## config.mk

```make
export PLATFORM = sky130hd
export DESIGN_NAME = pcie_bringup_seq
export DESIGN_NICKNAME = d
export VERILOG_FILES = /design/src/rtl/bsq_pkg.sv /design/src/rtl/bsq_timer.sv /design/src/rtl/bsq_outdec.sv /design/src/rtl/pcie_bringup_seq.sv
export SDC_FILE = /design/constraint.sdc
export NUM_CORES = 1
export LEC_CHECK = 0
export ABC_AREA = 1
export BUFFER_PORTS_ARGS = -buffer_cell sky130_fd_sc_hd__buf_2
export CAP_MARGIN = 20
export CORE_AREA = 4 4 80 82
export DETAILED_ROUTE_END_ITERATION = 8
export DIE_AREA = 0 0 84 86
export PLACE_DENSITY_LB_ADDON = 0.25
export RECOVER_POWER = 50
export SYNTH_ARGS = -nofsm -noshare
export SYNTH_HDL_FRONTEND = slang
export SYNTH_SLANG_ARGS = --single-unit
```

## constraint.sdc

```tcl
create_clock -name clk_i -period 2.9 [get_ports clk_i]
set_clock_uncertainty 0.05 [all_clocks]
set_input_delay 0.29 -clock clk_i [delete_from_list [all_inputs] [get_ports clk_i]]
set_output_delay 0.29 -clock clk_i [all_outputs]
set_load 0.01 [all_outputs]
```

## src/rtl/bsq_pkg.sv

```systemverilog
package bsq_pkg;

  typedef enum logic [4:0] {
    S_IDLE, S_EPHOLD, S_CLK0, S_CLK1, S_CLK2, S_BUSWAIT,
    S_WPHY, S_WDEEM, S_WSWING, S_WREF,
    S_RPHY, S_RCORE, S_RPOR, S_RAXI,
    S_SETTLE, S_EPREL, S_TRAIN, S_POLL, S_DONE
  } bsq_state_e;

  localparam logic [2:0] SEL_PHYCTL = 3'd0;
  localparam logic [2:0] SEL_DEEMPH = 3'd1;
  localparam logic [2:0] SEL_SWING  = 3'd2;
  localparam logic [2:0] SEL_REFCLK = 3'd3;
  localparam logic [2:0] SEL_SYSCTL = 3'd4;

  // place a value of the given width at bit position lo
  function automatic logic [31:0] put_field(input logic [31:0] v, input int lo, input int width);
    logic [31:0] m;
    m = (32'd1 << width) - 32'd1;
    return (v & m) << lo;
  endfunction

  function automatic logic [31:0] phy_ctrl_word();
    // termination offset 7 at 20:16; power-down bit 0 left clear
    return put_field(32'd7, 16, 5);
  endfunction

  function automatic logic [31:0] deemph_word();
    return put_field(32'h18, 16, 6) | put_field(32'h18, 8, 6) | put_field(32'h22, 0, 6);
  endfunction

  function automatic logic [31:0] swing_word();
    return put_field(32'h78, 8, 7) | put_field(32'h78, 0, 7);
  endfunction

  function automatic logic [31:0] refclk_word();
    // bit 16 set, bit 12 cleared
    return put_field(32'd1, 16, 1);
  endfunction

  function automatic logic [31:0] sysctl_word();
    return put_field(32'd1, 0, 1);
  endfunction

endpackage

```

## src/rtl/bsq_timer.sv

```systemverilog
module bsq_timer #(
  parameter int TW = 8
) (
  input  logic          clk_i,
  input  logic          rst_ni,
  input  logic          load_i,
  input  logic [TW-1:0] len_i,
  output logic          zero_o
);
  logic [TW-1:0] cnt_q;

  always_ff @(posedge clk_i or negedge rst_ni) begin
    if (!rst_ni)              cnt_q <= '0;
    else if (load_i)          cnt_q <= len_i - TW'(1);
    else if (cnt_q != '0)     cnt_q <= cnt_q - TW'(1);
  end

  assign zero_o = (cnt_q == '0);

  // an expired timer stays expired until reloaded
  a_r2_tmr_hold : assert property (@(posedge clk_i) disable iff (!rst_ni)
    (zero_o && !load_i) |=> zero_o);

  // a load of length above one leaves the timer running
  a_r2_tmr_runs : assert property (@(posedge clk_i) disable iff (!rst_ni)
    (load_i && len_i > TW'(1)) |=> !zero_o);

endmodule

```

## src/rtl/bsq_outdec.sv

```systemverilog
module bsq_outdec
  import bsq_pkg::*;
(
  input  bsq_state_e  st_i,
  output logic        ep_rst_n_o,
  output logic        bus_rst_o,
  output logic        phy_rst_o,
  output logic        core_rst_o,
  output logic        por_rst_o,
  output logic        axi_rst_o,
  output logic        iface_clk_en_o,
  output logic        phy_clk_en_o,
  output logic        core_clk_en_o,
  output logic        wr_en_o,
  output logic [2:0]  wr_sel_o,
  output logic [31:0] wr_data_o,
  output logic        train_en_o,
  output logic        busy_o,
  output logic        done_o
);
  // States are ordered along the sequence, so each output is a threshold.
  always_comb begin
    ep_rst_n_o     = (st_i >= S_EPREL);
    bus_rst_o      = (st_i <  S_BUSWAIT);
    phy_rst_o      = (st_i <  S_RPHY);
    core_rst_o     = (st_i <  S_RCORE);
    por_rst_o      = (st_i <  S_RPOR);
    axi_rst_o      = (st_i <  S_RAXI);
    iface_clk_en_o = (st_i >= S_CLK0);
    phy_clk_en_o   = (st_i >= S_CLK1);
    core_clk_en_o  = (st_i >= S_CLK2);
    train_en_o     = (st_i >= S_TRAIN);
    busy_o         = (st_i != S_IDLE) && (st_i != S_DONE);
    done_o         = (st_i == S_DONE);
  end

  always_comb begin
    wr_en_o   = 1'b1;
    wr_sel_o  = SEL_PHYCTL;
    wr_data_o = '0;
    unique case (st_i)
      S_WPHY:   begin wr_sel_o = SEL_PHYCTL; wr_data_o = phy_ctrl_word(); end
      S_WDEEM:  begin wr_sel_o = SEL_DEEMPH; wr_data_o = deemph_word();   end
      S_WSWING: begin wr_sel_o = SEL_SWING;  wr_data_o = swing_word();    end
      S_WREF:   begin wr_sel_o = SEL_REFCLK; wr_data_o = refclk_word();   end
      S_TRAIN:  begin wr_sel_o = SEL_SYSCTL; wr_data_o = sysctl_word();   end
      default:  wr_en_o = 1'b0;
    endcase
  end

endmodule

```

## src/rtl/pcie_bringup_seq.sv

```systemverilog
module pcie_bringup_seq
  import bsq_pkg::*;
#(
  parameter int CYC_PER_US = 125,
  parameter int EP_HOLD_US = 10000,
  parameter int BUS_GAP_US = 1,
  parameter int SETTLE_US  = 10000,
  parameter int EP_REL_US  = 10000,
  parameter int POLL_US    = 10000,
  parameter int POLL_MAX   = 10
) (
  input  logic        clk_i,
  input  logic        rst_ni,
  input  logic        start_i,
  input  logic        link_up_i,
  output logic        ep_rst_n_o,
  output logic        bus_rst_o,
  output logic        phy_rst_o,
  output logic        core_rst_o,
  output logic        por_rst_o,
  output logic        axi_rst_o,
  output logic        iface_clk_en_o,
  output logic        phy_clk_en_o,
  output logic        core_clk_en_o,
  output logic        wr_en_o,
  output logic [2:0]  wr_sel_o,
  output logic [31:0] wr_data_o,
  output logic        train_en_o,
  output logic        busy_o,
  output logic        done_o,
  output logic        timeout_o
);
  function automatic int imax(input int a, input int b);
    return (a > b) ? a : b;
  endfunction

  localparam int T_EP   = EP_HOLD_US * CYC_PER_US;
  localparam int T_BUS  = BUS_GAP_US * CYC_PER_US;
  localparam int T_SET  = SETTLE_US  * CYC_PER_US;
  localparam int T_EPR  = EP_REL_US  * CYC_PER_US;
  localparam int T_POLL = POLL_US    * CYC_PER_US;
  localparam int MAXC   = imax(imax(imax(T_EP, T_BUS), imax(T_SET, T_EPR)), T_POLL);
  localparam int TW     = $clog2(MAXC + 1);
  localparam int PCW    = $clog2(POLL_MAX + 1);

  // dwell length of a wait state; zero marks a single-cycle state
  function automatic logic [TW-1:0] dwell(input bsq_state_e s);
    case (s)
      S_EPHOLD:  return TW'(T_EP);
      S_BUSWAIT: return TW'(T_BUS);
      S_SETTLE:  return TW'(T_SET);
      S_EPREL:   return TW'(T_EPR);
      S_POLL:    return TW'(T_POLL);
      default:   return '0;
    endcase
  endfunction

  bsq_state_e     st_q, st_d;
  logic           tmr_zero, tmr_load, poll_again, accept, to_set;
  logic [TW-1:0]  tmr_len;
  logic [PCW-1:0] pcnt_q;
  logic           to_q;

  always_comb begin
    st_d       = st_q;
    accept     = 1'b0;
    poll_again = 1'b0;
    to_set     = 1'b0;
    unique case (st_q)
      S_IDLE, S_DONE: if (start_i) begin st_d = S_EPHOLD; accept = 1'b1; end
      S_EPHOLD:  if (tmr_zero) st_d = S_CLK0;
      S_CLK0:    st_d = S_CLK1;
      S_CLK1:    st_d = S_CLK2;
      S_CLK2:    st_d = S_BUSWAIT;
      S_BUSWAIT: if (tmr_zero) st_d = S_WPHY;
      S_WPHY:    st_d = S_WDEEM;
      S_WDEEM:   st_d = S_WSWING;
      S_WSWING:  st_d = S_WREF;
      S_WREF:    st_d = S_RPHY;
      S_RPHY:    st_d = S_RCORE;
      S_RCORE:   st_d = S_RPOR;
      S_RPOR:    st_d = S_RAXI;
      S_RAXI:    st_d = S_SETTLE;
      S_SETTLE:  if (tmr_zero) st_d = S_EPREL;
      S_EPREL:   if (tmr_zero) st_d = S_TRAIN;
      S_TRAIN:   st_d = S_POLL;
      S_POLL: if (tmr_zero) begin
        if (link_up_i)                         st_d = S_DONE;
        else if (pcnt_q == PCW'(POLL_MAX - 1)) begin st_d = S_DONE; to_set = 1'b1; end
        else                                   poll_again = 1'b1;
      end
      default:   st_d = S_IDLE;
    endcase
  end

  assign tmr_len  = dwell(st_d);
  assign tmr_load = ((st_d != st_q) && (tmr_len != '0)) || poll_again;

  always_ff @(posedge clk_i or negedge rst_ni) begin
    if (!rst_ni) begin
      st_q   <= S_IDLE;
      pcnt_q <= '0;
      to_q   <= 1'b0;
    end else begin
      st_q <= st_d;
      if (st_q == S_TRAIN)  pcnt_q <= '0;
      else if (poll_again)  pcnt_q <= pcnt_q + PCW'(1);
      if (accept)           to_q <= 1'b0;
      else if (to_set)      to_q <= 1'b1;
    end
  end

  assign timeout_o = to_q;

  bsq_timer #(.TW(TW)) u_tmr (
    .clk_i  (clk_i),
    .rst_ni (rst_ni),
    .load_i (tmr_load),
    .len_i  (tmr_len),
    .zero_o (tmr_zero)
  );

  bsq_outdec u_dec (
    .st_i           (st_q),
    .ep_rst_n_o     (ep_rst_n_o),
    .bus_rst_o      (bus_rst_o),
    .phy_rst_o      (phy_rst_o),
    .core_rst_o     (core_rst_o),
    .por_rst_o      (por_rst_o),
    .axi_rst_o      (axi_rst_o),
    .iface_clk_en_o (iface_clk_en_o),
    .phy_clk_en_o   (phy_clk_en_o),
    .core_clk_en_o  (core_clk_en_o),
    .wr_en_o        (wr_en_o),
    .wr_sel_o       (wr_sel_o),
    .wr_data_o      (wr_data_o),
    .train_en_o     (train_en_o),
    .busy_o         (busy_o),
    .done_o         (done_o)
  );

  // register writes only once the bus interface is out of reset and clocked
  a_r3_wr_after_bus : assert property (@(posedge clk_i) disable iff (!rst_ni)
    wr_en_o |-> (!bus_rst_o && core_clk_en_o));

  // a released domain implies every earlier domain released
  a_r7_rel_order : assert property (@(posedge clk_i) disable iff (!rst_ni)
    !axi_rst_o |-> (!por_rst_o && !core_rst_o && !phy_rst_o && !bus_rst_o));

  // training only with the endpoint out of reset
  a_r8_ep_before_train : assert property (@(posedge clk_i) disable iff (!rst_ni)
    train_en_o |-> ep_rst_n_o);

  // a clean finish follows a high link sample
  a_r9_done_cause : assert property (@(posedge clk_i) disable iff (!rst_ni)
    ($rose(done_o) && !timeout_o) |-> $past(link_up_i));

  // timeout only at the last allowed sample, and only with done
  a_r10_timeout_count : assert property (@(posedge clk_i) disable iff (!rst_ni)
    $rose(timeout_o) |-> ($past(pcnt_q) == PCW'(POLL_MAX - 1)));
  a_r10_timeout_done : assert property (@(posedge clk_i) disable iff (!rst_ni)
    timeout_o |-> done_o);

  // a start seen while busy does not restart the hold
  a_r11_busy_ignore : assert property (@(posedge clk_i) disable iff (!rst_ni)
    (busy_o && start_i) |=> (st_q != S_EPHOLD || $past(st_q) == S_EPHOLD));

  // done and timeout hold without a new start
  a_r12_done_hold : assert property (@(posedge clk_i) disable iff (!rst_ni)
    (done_o && !start_i) |=> (done_o && $stable(timeout_o)));

endmodule

```

==> reports/results.tsv, run 1 <==
metric	value	unit
site row count	28	
CTS tree	built	
Worst Path Required	3.03	ns
Final Max Tran Viols	32	
violated checks	capacitance limit, slew limit, setup timing	
total power	2100	µW
RePlAce Congestion	0.933	
Synth Instances	419	
min-delay src	start_i	
Finish-stage setup viols	4	
Tcrit/Tclk final	101	%
synth top area cells	dfrtp_1 (27%), nand2_1 (12%), nor2_1 (7.6%)	
gr usage total	21.8	%
Die Area	7220	µm²
first-pass GRT wire length	12700	µm
clock slew at reported path FFs	0.07	ns
Yosys cell types	42	
CTS Buf Count	5	
outcome	finished with violations	
Power per Cell Area	557	nW/µm²
# nets final	510	
Min Hold Slack	0.294	ns
Worst slew margin	-15.1	%
crit-path max FO	8	
Layout area overhead	31.6	%
largest net degree at the start of global routing	32	
die width	84	µm
Congestion Overflow GR	0	
static leakage	0.00201	µW
DRC	0	
DP HPWL	6020	µm
unrepaired setup endpoints after global routing	true	
critical path arrival	3.05	ns
worst hold endpoint	timeout_o$_DFFE_PN0P_	
ys async rst share	100	%
Worst Setup Start Kind	register	
layout cell share with drive strength beyond 1	44.7	%
sequential area share after synthesis	27.1	%
Max Clk Rate	343	MHz
Synth Flop Type	dfrtp_1	
post-synth top area share	27.1	%
number of global-route vias before repair	2680	
worst setup path class	reg2reg	
Worst R2R End	u_tmr.cnt_q[10]$_DFFE_PN0P_	
setup slack, reg-to-reg	-0.02	ns
Worst R2R Path Depth	20	
Initial Util	49.9	%
Hold Buf Count CTS	0	
Clock Path Buffers	2	
final hold violation count	0	
H-tree depth	2	
Max Cap Viol	1	
drt pass-1 iters	4	
Worst Setup Slack, final	-0.0192	ns
core area	5750	µm²
nature of the critical path endpoint	register	
Final ANT Viol Nets	0	
DRT Wirelength	7980	µm
synth warn	0	
Post-Synthesis Cell Area	2870	µm²
most frequent cells in the layout	nand2_1 (73), buf_4 (58), nor2_1 (44)	
mean area per synthesized cell	6.84	µm²
actual slew at the worst max-slew pin	1.73	ns
TritonCTS Sinks	31	
Root Driver	clkbuf_8	
# IOs	53	
Hold WC Path Type	in2reg	
Post-synth EDFFs	0	
Initial DRC Count	156	
worst hold stages	3	
Port Buffers	35	
Seq cells post-synth	31	
R2R Path Start	u_tmr.cnt_q[0]$_DFFE_PN0P_	
Die H	86	µm
vias post-DR	2952	
VDD IR-drop max	0.411	mV
Routed wire per std cell	13.8	µm
Worst-Skew Late Latency	0.29	ns
leading cell type in the layout, fill and taps excluded	nand2_1	
diodes inserted	0	
DR vias/cell	5.11	
initial antenna violation count	0	
post-synth top area cell	dfrtp_1	
Min Clock Period, post-route	2.92	ns
registers in the layout, summed over array words and instances, names as in the netlist:
signal,cells
timeout_o,1
st_q,5
pcnt_q,4
u_tmr.cnt_q,21
power by group:
group | switching [µW] | internal, µW | leakage [µW] | total [µW]
logic | 684 | 477 | 0.00157 | 1160
clock network | 167 | 186 | 0.0000470 | 353
registers | 65.0 | 526 | 0.000392 | 591
cells by family (layout without fill, tap and decap cells):
kind of cell / count (synthesis) / after routing / synth area share [%]
XOR/XNOR: 4 / 4 / 1.22
adder cells (fa/ha/maj): 3 / 3 / 1.31
buffers and inverters: 89 / 157 / 15.9
flip-flops: 31 / 31 / 27.1
other: 1 / 17 / 0.131
AND/OR/NAND/NOR: 257 / 257 / 47.5
AO/OA/AOI/OAI: 34 / 34 / 6.89
cells in the mapped netlist, types with 2 or more instances:
cell type and count:
xor2_1 3, nand3b_1 2, inv_1 42, clkinv_1 2, nor2_4 6, o21ai_0 11, a21oi_1 14, nor2_2 17
nor2_1 58, o211ai_1 2, nand2_2 13, buf_4 26, nand3_1 34, nor3_1 3, nand2_1 88, inv_2 11
nand2_4 3, o21ai_1 2, nand3_2 12, nand4_1 8, buf_2 6, ha_1 3, nand3_4 2, nor3_2 3
dfrtp_1 31
area by class of cell:
type                       count  area (µm²)
multi-input combinational    315        1960
inverter                      55         210
timing repair buffer          95         639
tap                           75        93.8
clock buffer                   6        82.6
sequential                    31         781
fill                         496        1970
clock inverter                 1        5.00
critical path: stages (launching register included):
cell and delay (ns):
dfrtp_1 0.40, or2_1 0.25, nor2_4 0.15, nand3_4 0.16, nor2_4 0.13, nand2_1 0.10
nand3_2 0.10, nand2_1 0.09, o21ai_4 0.19, nand2_8 0.09, nand3_4 0.07, nand2_2 0.06
inv_2 0.08, ha_4 0.16, nand3_4 0.08, nor2_4 0.13, nand2_2 0.09, nor2_4 0.15
nand2_2 0.07, xor2_1 0.14, inv_1 0.05
metal layers:
layer | up-vias | GRT usage [%] | routed length (µm)
li1 | 1460 | - | -
met1 | 1352 | 29.0 | 3380
met2 | 124 | 35.9 | 3870
met3 | 16 | 3.84 | 538
met4 | 0 | 7.75 | 185
met5 | - | 0 | 0
timing repair:
action                                  in CTS  in global routing
endpoints found under the setup margin      13                 18
resized for setup                           12                 53
buffers inserted                             3                  9
pin swaps                                    5                 22
how the worst max path moves through the flow:
stage                     cells after the start  slack, ns                          end                   startpoint
final                                        20      -0.02  u_tmr.cnt_q[10]$_DFFE_PN0P_   u_tmr.cnt_q[0]$_DFFE_PN0P_
after global routing                         23      -0.24  u_tmr.cnt_q[10]$_DFFE_PN0P_  u_tmr.cnt_q[16]$_DFFE_PN0P_
after CTS                                    22      0.006  u_tmr.cnt_q[14]$_DFFE_PN0P_  u_tmr.cnt_q[13]$_DFFE_PN0P_
after detailed placement                     23      -0.15  u_tmr.cnt_q[10]$_DFFE_PN0P_  u_tmr.cnt_q[16]$_DFFE_PN0P_
after global placement                       23      -0.06  u_tmr.cnt_q[10]$_DFFE_PN0P_  u_tmr.cnt_q[16]$_DFFE_PN0P_
after floorplan                              22      0.005  u_tmr.cnt_q[10]$_DFFE_PN0P_  u_tmr.cnt_q[17]$_DFFE_PN0P_
stage by stage:
stage	utilization [%]	instances	cell area, µm²	worst slack [ns]	setup TNS, ns
after floorplan	-	435	2960	0.00522	0
after global placement	58.3	559	3350	-0.0580	-0.202
after detailed placement	58.3	559	3350	-0.148	-0.937
after CTS	60.9	569	3500	0.00610	0
after global routing	65.7	578	3770	-0.238	-2.64
final	65.7	578	3770	-0.0192	-0.0500
Note: power is estimated with default switching activity, not from simulation.
==> run 2: changes to the inputs <==
==> constraint.sdc (replaced) <==
create_clock -name clk_i -period 2.9 [get_ports clk_i]
set_clock_uncertainty 0.05 [all_clocks]
set_input_delay 0.29 -clock clk_i [delete_from_list [all_inputs] [get_ports clk_i]]
set_output_delay 0.29 -clock clk_i [all_outputs]
set_load 0.1 [all_outputs]
==> reports/results.tsv, run 2 (synthesized netlist as in run 1, its figures left out) <==
metric	value	unit	change
Hold WC Path Type	in2reg		
crit-path max FO	8		unchanged
vias post-DR	3494		+18%
VDD IR-drop max	0.473	mV	+15%
met1 GRT Util	30.6	%	+1.6 points
Worst-Skew Late Latency	0.30	ns	about the same
Worst Path Required	3.04	ns	about the same
Final Max Tran Viols	32		unchanged
fin util	76.1	%	+10 points
Clock Path Buffers	2		unchanged
core area	5750	µm²	unchanged
final hold violation count	0		unchanged
Max Clk Rate	299	MHz	-13%
actual slew at the worst max-slew pin	1.85	ns	+0.123 ns
violated checks	capacitance limit, slew limit, setup timing		
Max Cap Viol	1		unchanged
Largest register FFs	21		unchanged
Die H	86	µm	unchanged
# nets final	554		+8.6%
Congestion Overflow GR	0		unchanged
diodes inserted	0		unchanged
Final ANT Viol Nets	0		unchanged
layout cell share with drive strength beyond 1	54.7	%	+10 points
die width	84	µm	unchanged
static leakage	0.00231	µW	+15%
Power per Cell Area	591	nW/µm²	+6.1%
CTS tree	built		
number of global-route vias before repair	3072		+15%
min-delay src	link_up_i		
RePlAce Congestion	0.915		-2.0%
R2R Path Start	st_q[2]$_DFF_PN0_		
DRT Wirelength	10800	µm	+36%
Initial Util	49.9	%	unchanged
CTS Buf Count	5		unchanged
Port Buffers	35		unchanged
worst setup path class	reg2reg		
first-pass GRT wire length	14600	µm	+15%
H-tree depth	2		unchanged
Worst Setup Start Kind	register		
Min Clock Period, post-route	3.35	ns	+0.430 ns
# IOs	53		unchanged
Initial DRC Count	307		+97%
Largest Register	u_tmr.cnt_q		
Setup TNS	-6.37	ns	-6.32 ns
Finish-stage setup viols	20		+16
gr busiest metal	met2		
Worst Setup Slack, final	-0.449	ns	-0.430 ns
GR Util met3	3.55	%	-0.29 points
nature of the critical path endpoint	register		
critical path arrival	3.49	ns	+0.44 ns
DRC	0		unchanged
Routed wire per std cell	17.4	µm	+26%
Worst slew margin	-23.3	%	-8.2 points
leading cell type in the layout, fill and taps excluded	buf_4		
DR vias/cell	5.61		+9.8%
DP HPWL	6620	µm	+9.8%
gr usage total	25.0	%	+3.2 points
unrepaired setup endpoints after global routing	true		
most frequent cells in the layout	buf_4 (93), nand2_1 (63), inv_1 (38)		
initial antenna violation count	0		unchanged
site row count	28		unchanged
met2 Usage GRT	44.4	%	+8.5 points
clock slew at reported path FFs	0.08	ns	about the same
Worst setup startpoint	st_q[2]$_DFF_PN0_		
drt pass-1 iters	5		+1
Hold Buf Count CTS	0		unchanged
biggest regs	u_tmr.cnt_q x21, st_q x5, pcnt_q x4		
Layout area overhead	52.5	%	
outcome	finished with violations		
TritonCTS Sinks	31		unchanged
Root Driver	clkbuf_8		
largest net degree at the start of global routing	32		unchanged
Tcrit/Tclk final	115	%	+15 points
Die Area	7220	µm²	unchanged
[run 2: cell types whose count changed in the layout (fill, tap and decap cells not counted), sizes merged]
cell | before | now
inv | 53 | 54
clkinv | 3 | 2
buf | 93 | 137
bufinv | 0 | 1
[run 2: worst max-delay path, stage by stage, from the launching register on]
cell and delay (ns):
dfrtp_2 0.50, buf_6 0.15, nor2_4 0.11, buf_4 0.14
nand2_1 0.09, o211ai_1 0.37, nor3_2 0.13, nand2_4 0.09
buf_6 0.10, nand2_4 0.05, o21ai_4 0.21, nand2_8 0.12
nand3_4 0.09, nand2_4 0.06, inv_4 0.06, ha_4 0.16
nand3_4 0.09, nor2_4 0.16, nand2_4 0.08, nor3_4 0.17
nand2_1 0.11, nand2_1 0.10, nand2_1 0.05
[run 2: area by class of cell]
type,instances,area [µm²]
clock buffers,6,82.6
fillers,393,1370
multi-input cells,315,2130
flip-flops and latches,31,782
well taps,75,93.8
repair buffers,139,1030
clock inverters,2,35.0
inverters,55,221
[run 2: power by group]
group | internal (µW) | switching [µW] | total [µW]
Clock | 278 | 181 | 459
Combinational | 613 | 919 | 1530
Sequential | 526 | 70.1 | 596
[run 2: final timing paths]
path                            cells after the start  slack, ns                          end
worst max-delay path                               22      -0.45  u_tmr.cnt_q[18]$_DFFE_PN0P_
worst min-delay path                                3       0.31        timeout_o$_DFFE_PN0P_
worst max register to register                     22      -0.45  u_tmr.cnt_q[18]$_DFFE_PN0P_
worst min register to register                      1       0.44        timeout_o$_DFFE_PN0P_
max in group asynchronous                           1       1.15            st_q[4]$_DFF_PN0_
min in group asynchronous                           1       0.44  u_tmr.cnt_q[16]$_DFFE_PN0P_
[run 2: metal layers]
| metal | wire length, µm | vias up |
|---|---|---|
| met5 | 0 | - |
| met2 | 5410 | 232 |
| met1 | 3920 | 1627 |
| li1 | - | 1553 |
| met3 | 836 | 82 |
| met4 | 682 | 0 |
[run 2: through the flow]
| stage | cell area [µm²] | setup slack, ns | hold WS (ns) | instances | total power [µW] |
|---|---|---|---|---|---|
| floorplan | 3040 | -0.106 | -0.0556 | 435 | 1370 |
| global placement | 3650 | -0.110 | 0.345 | 584 | 1730 |
| detailed placement | 3650 | -0.146 | 0.350 | 584 | 1770 |
| CTS | 3920 | -0.0175 | 0.0354 | 604 | 2280 |
| global route | 4370 | -0.596 | 0.320 | 623 | 2700 |
| finish | 4370 | -0.449 | 0.311 | 623 | 2590 |
[run 2: what timing repair did]
item | CTS | global route
setup buffers | 12 | 19
endpoints found under the hold margin | 0 | 0
cloned | 0 | 0
resized for setup | 23 | 88
endpoints found under the setup margin | 13 | 18
pin swaps | 18 | 40
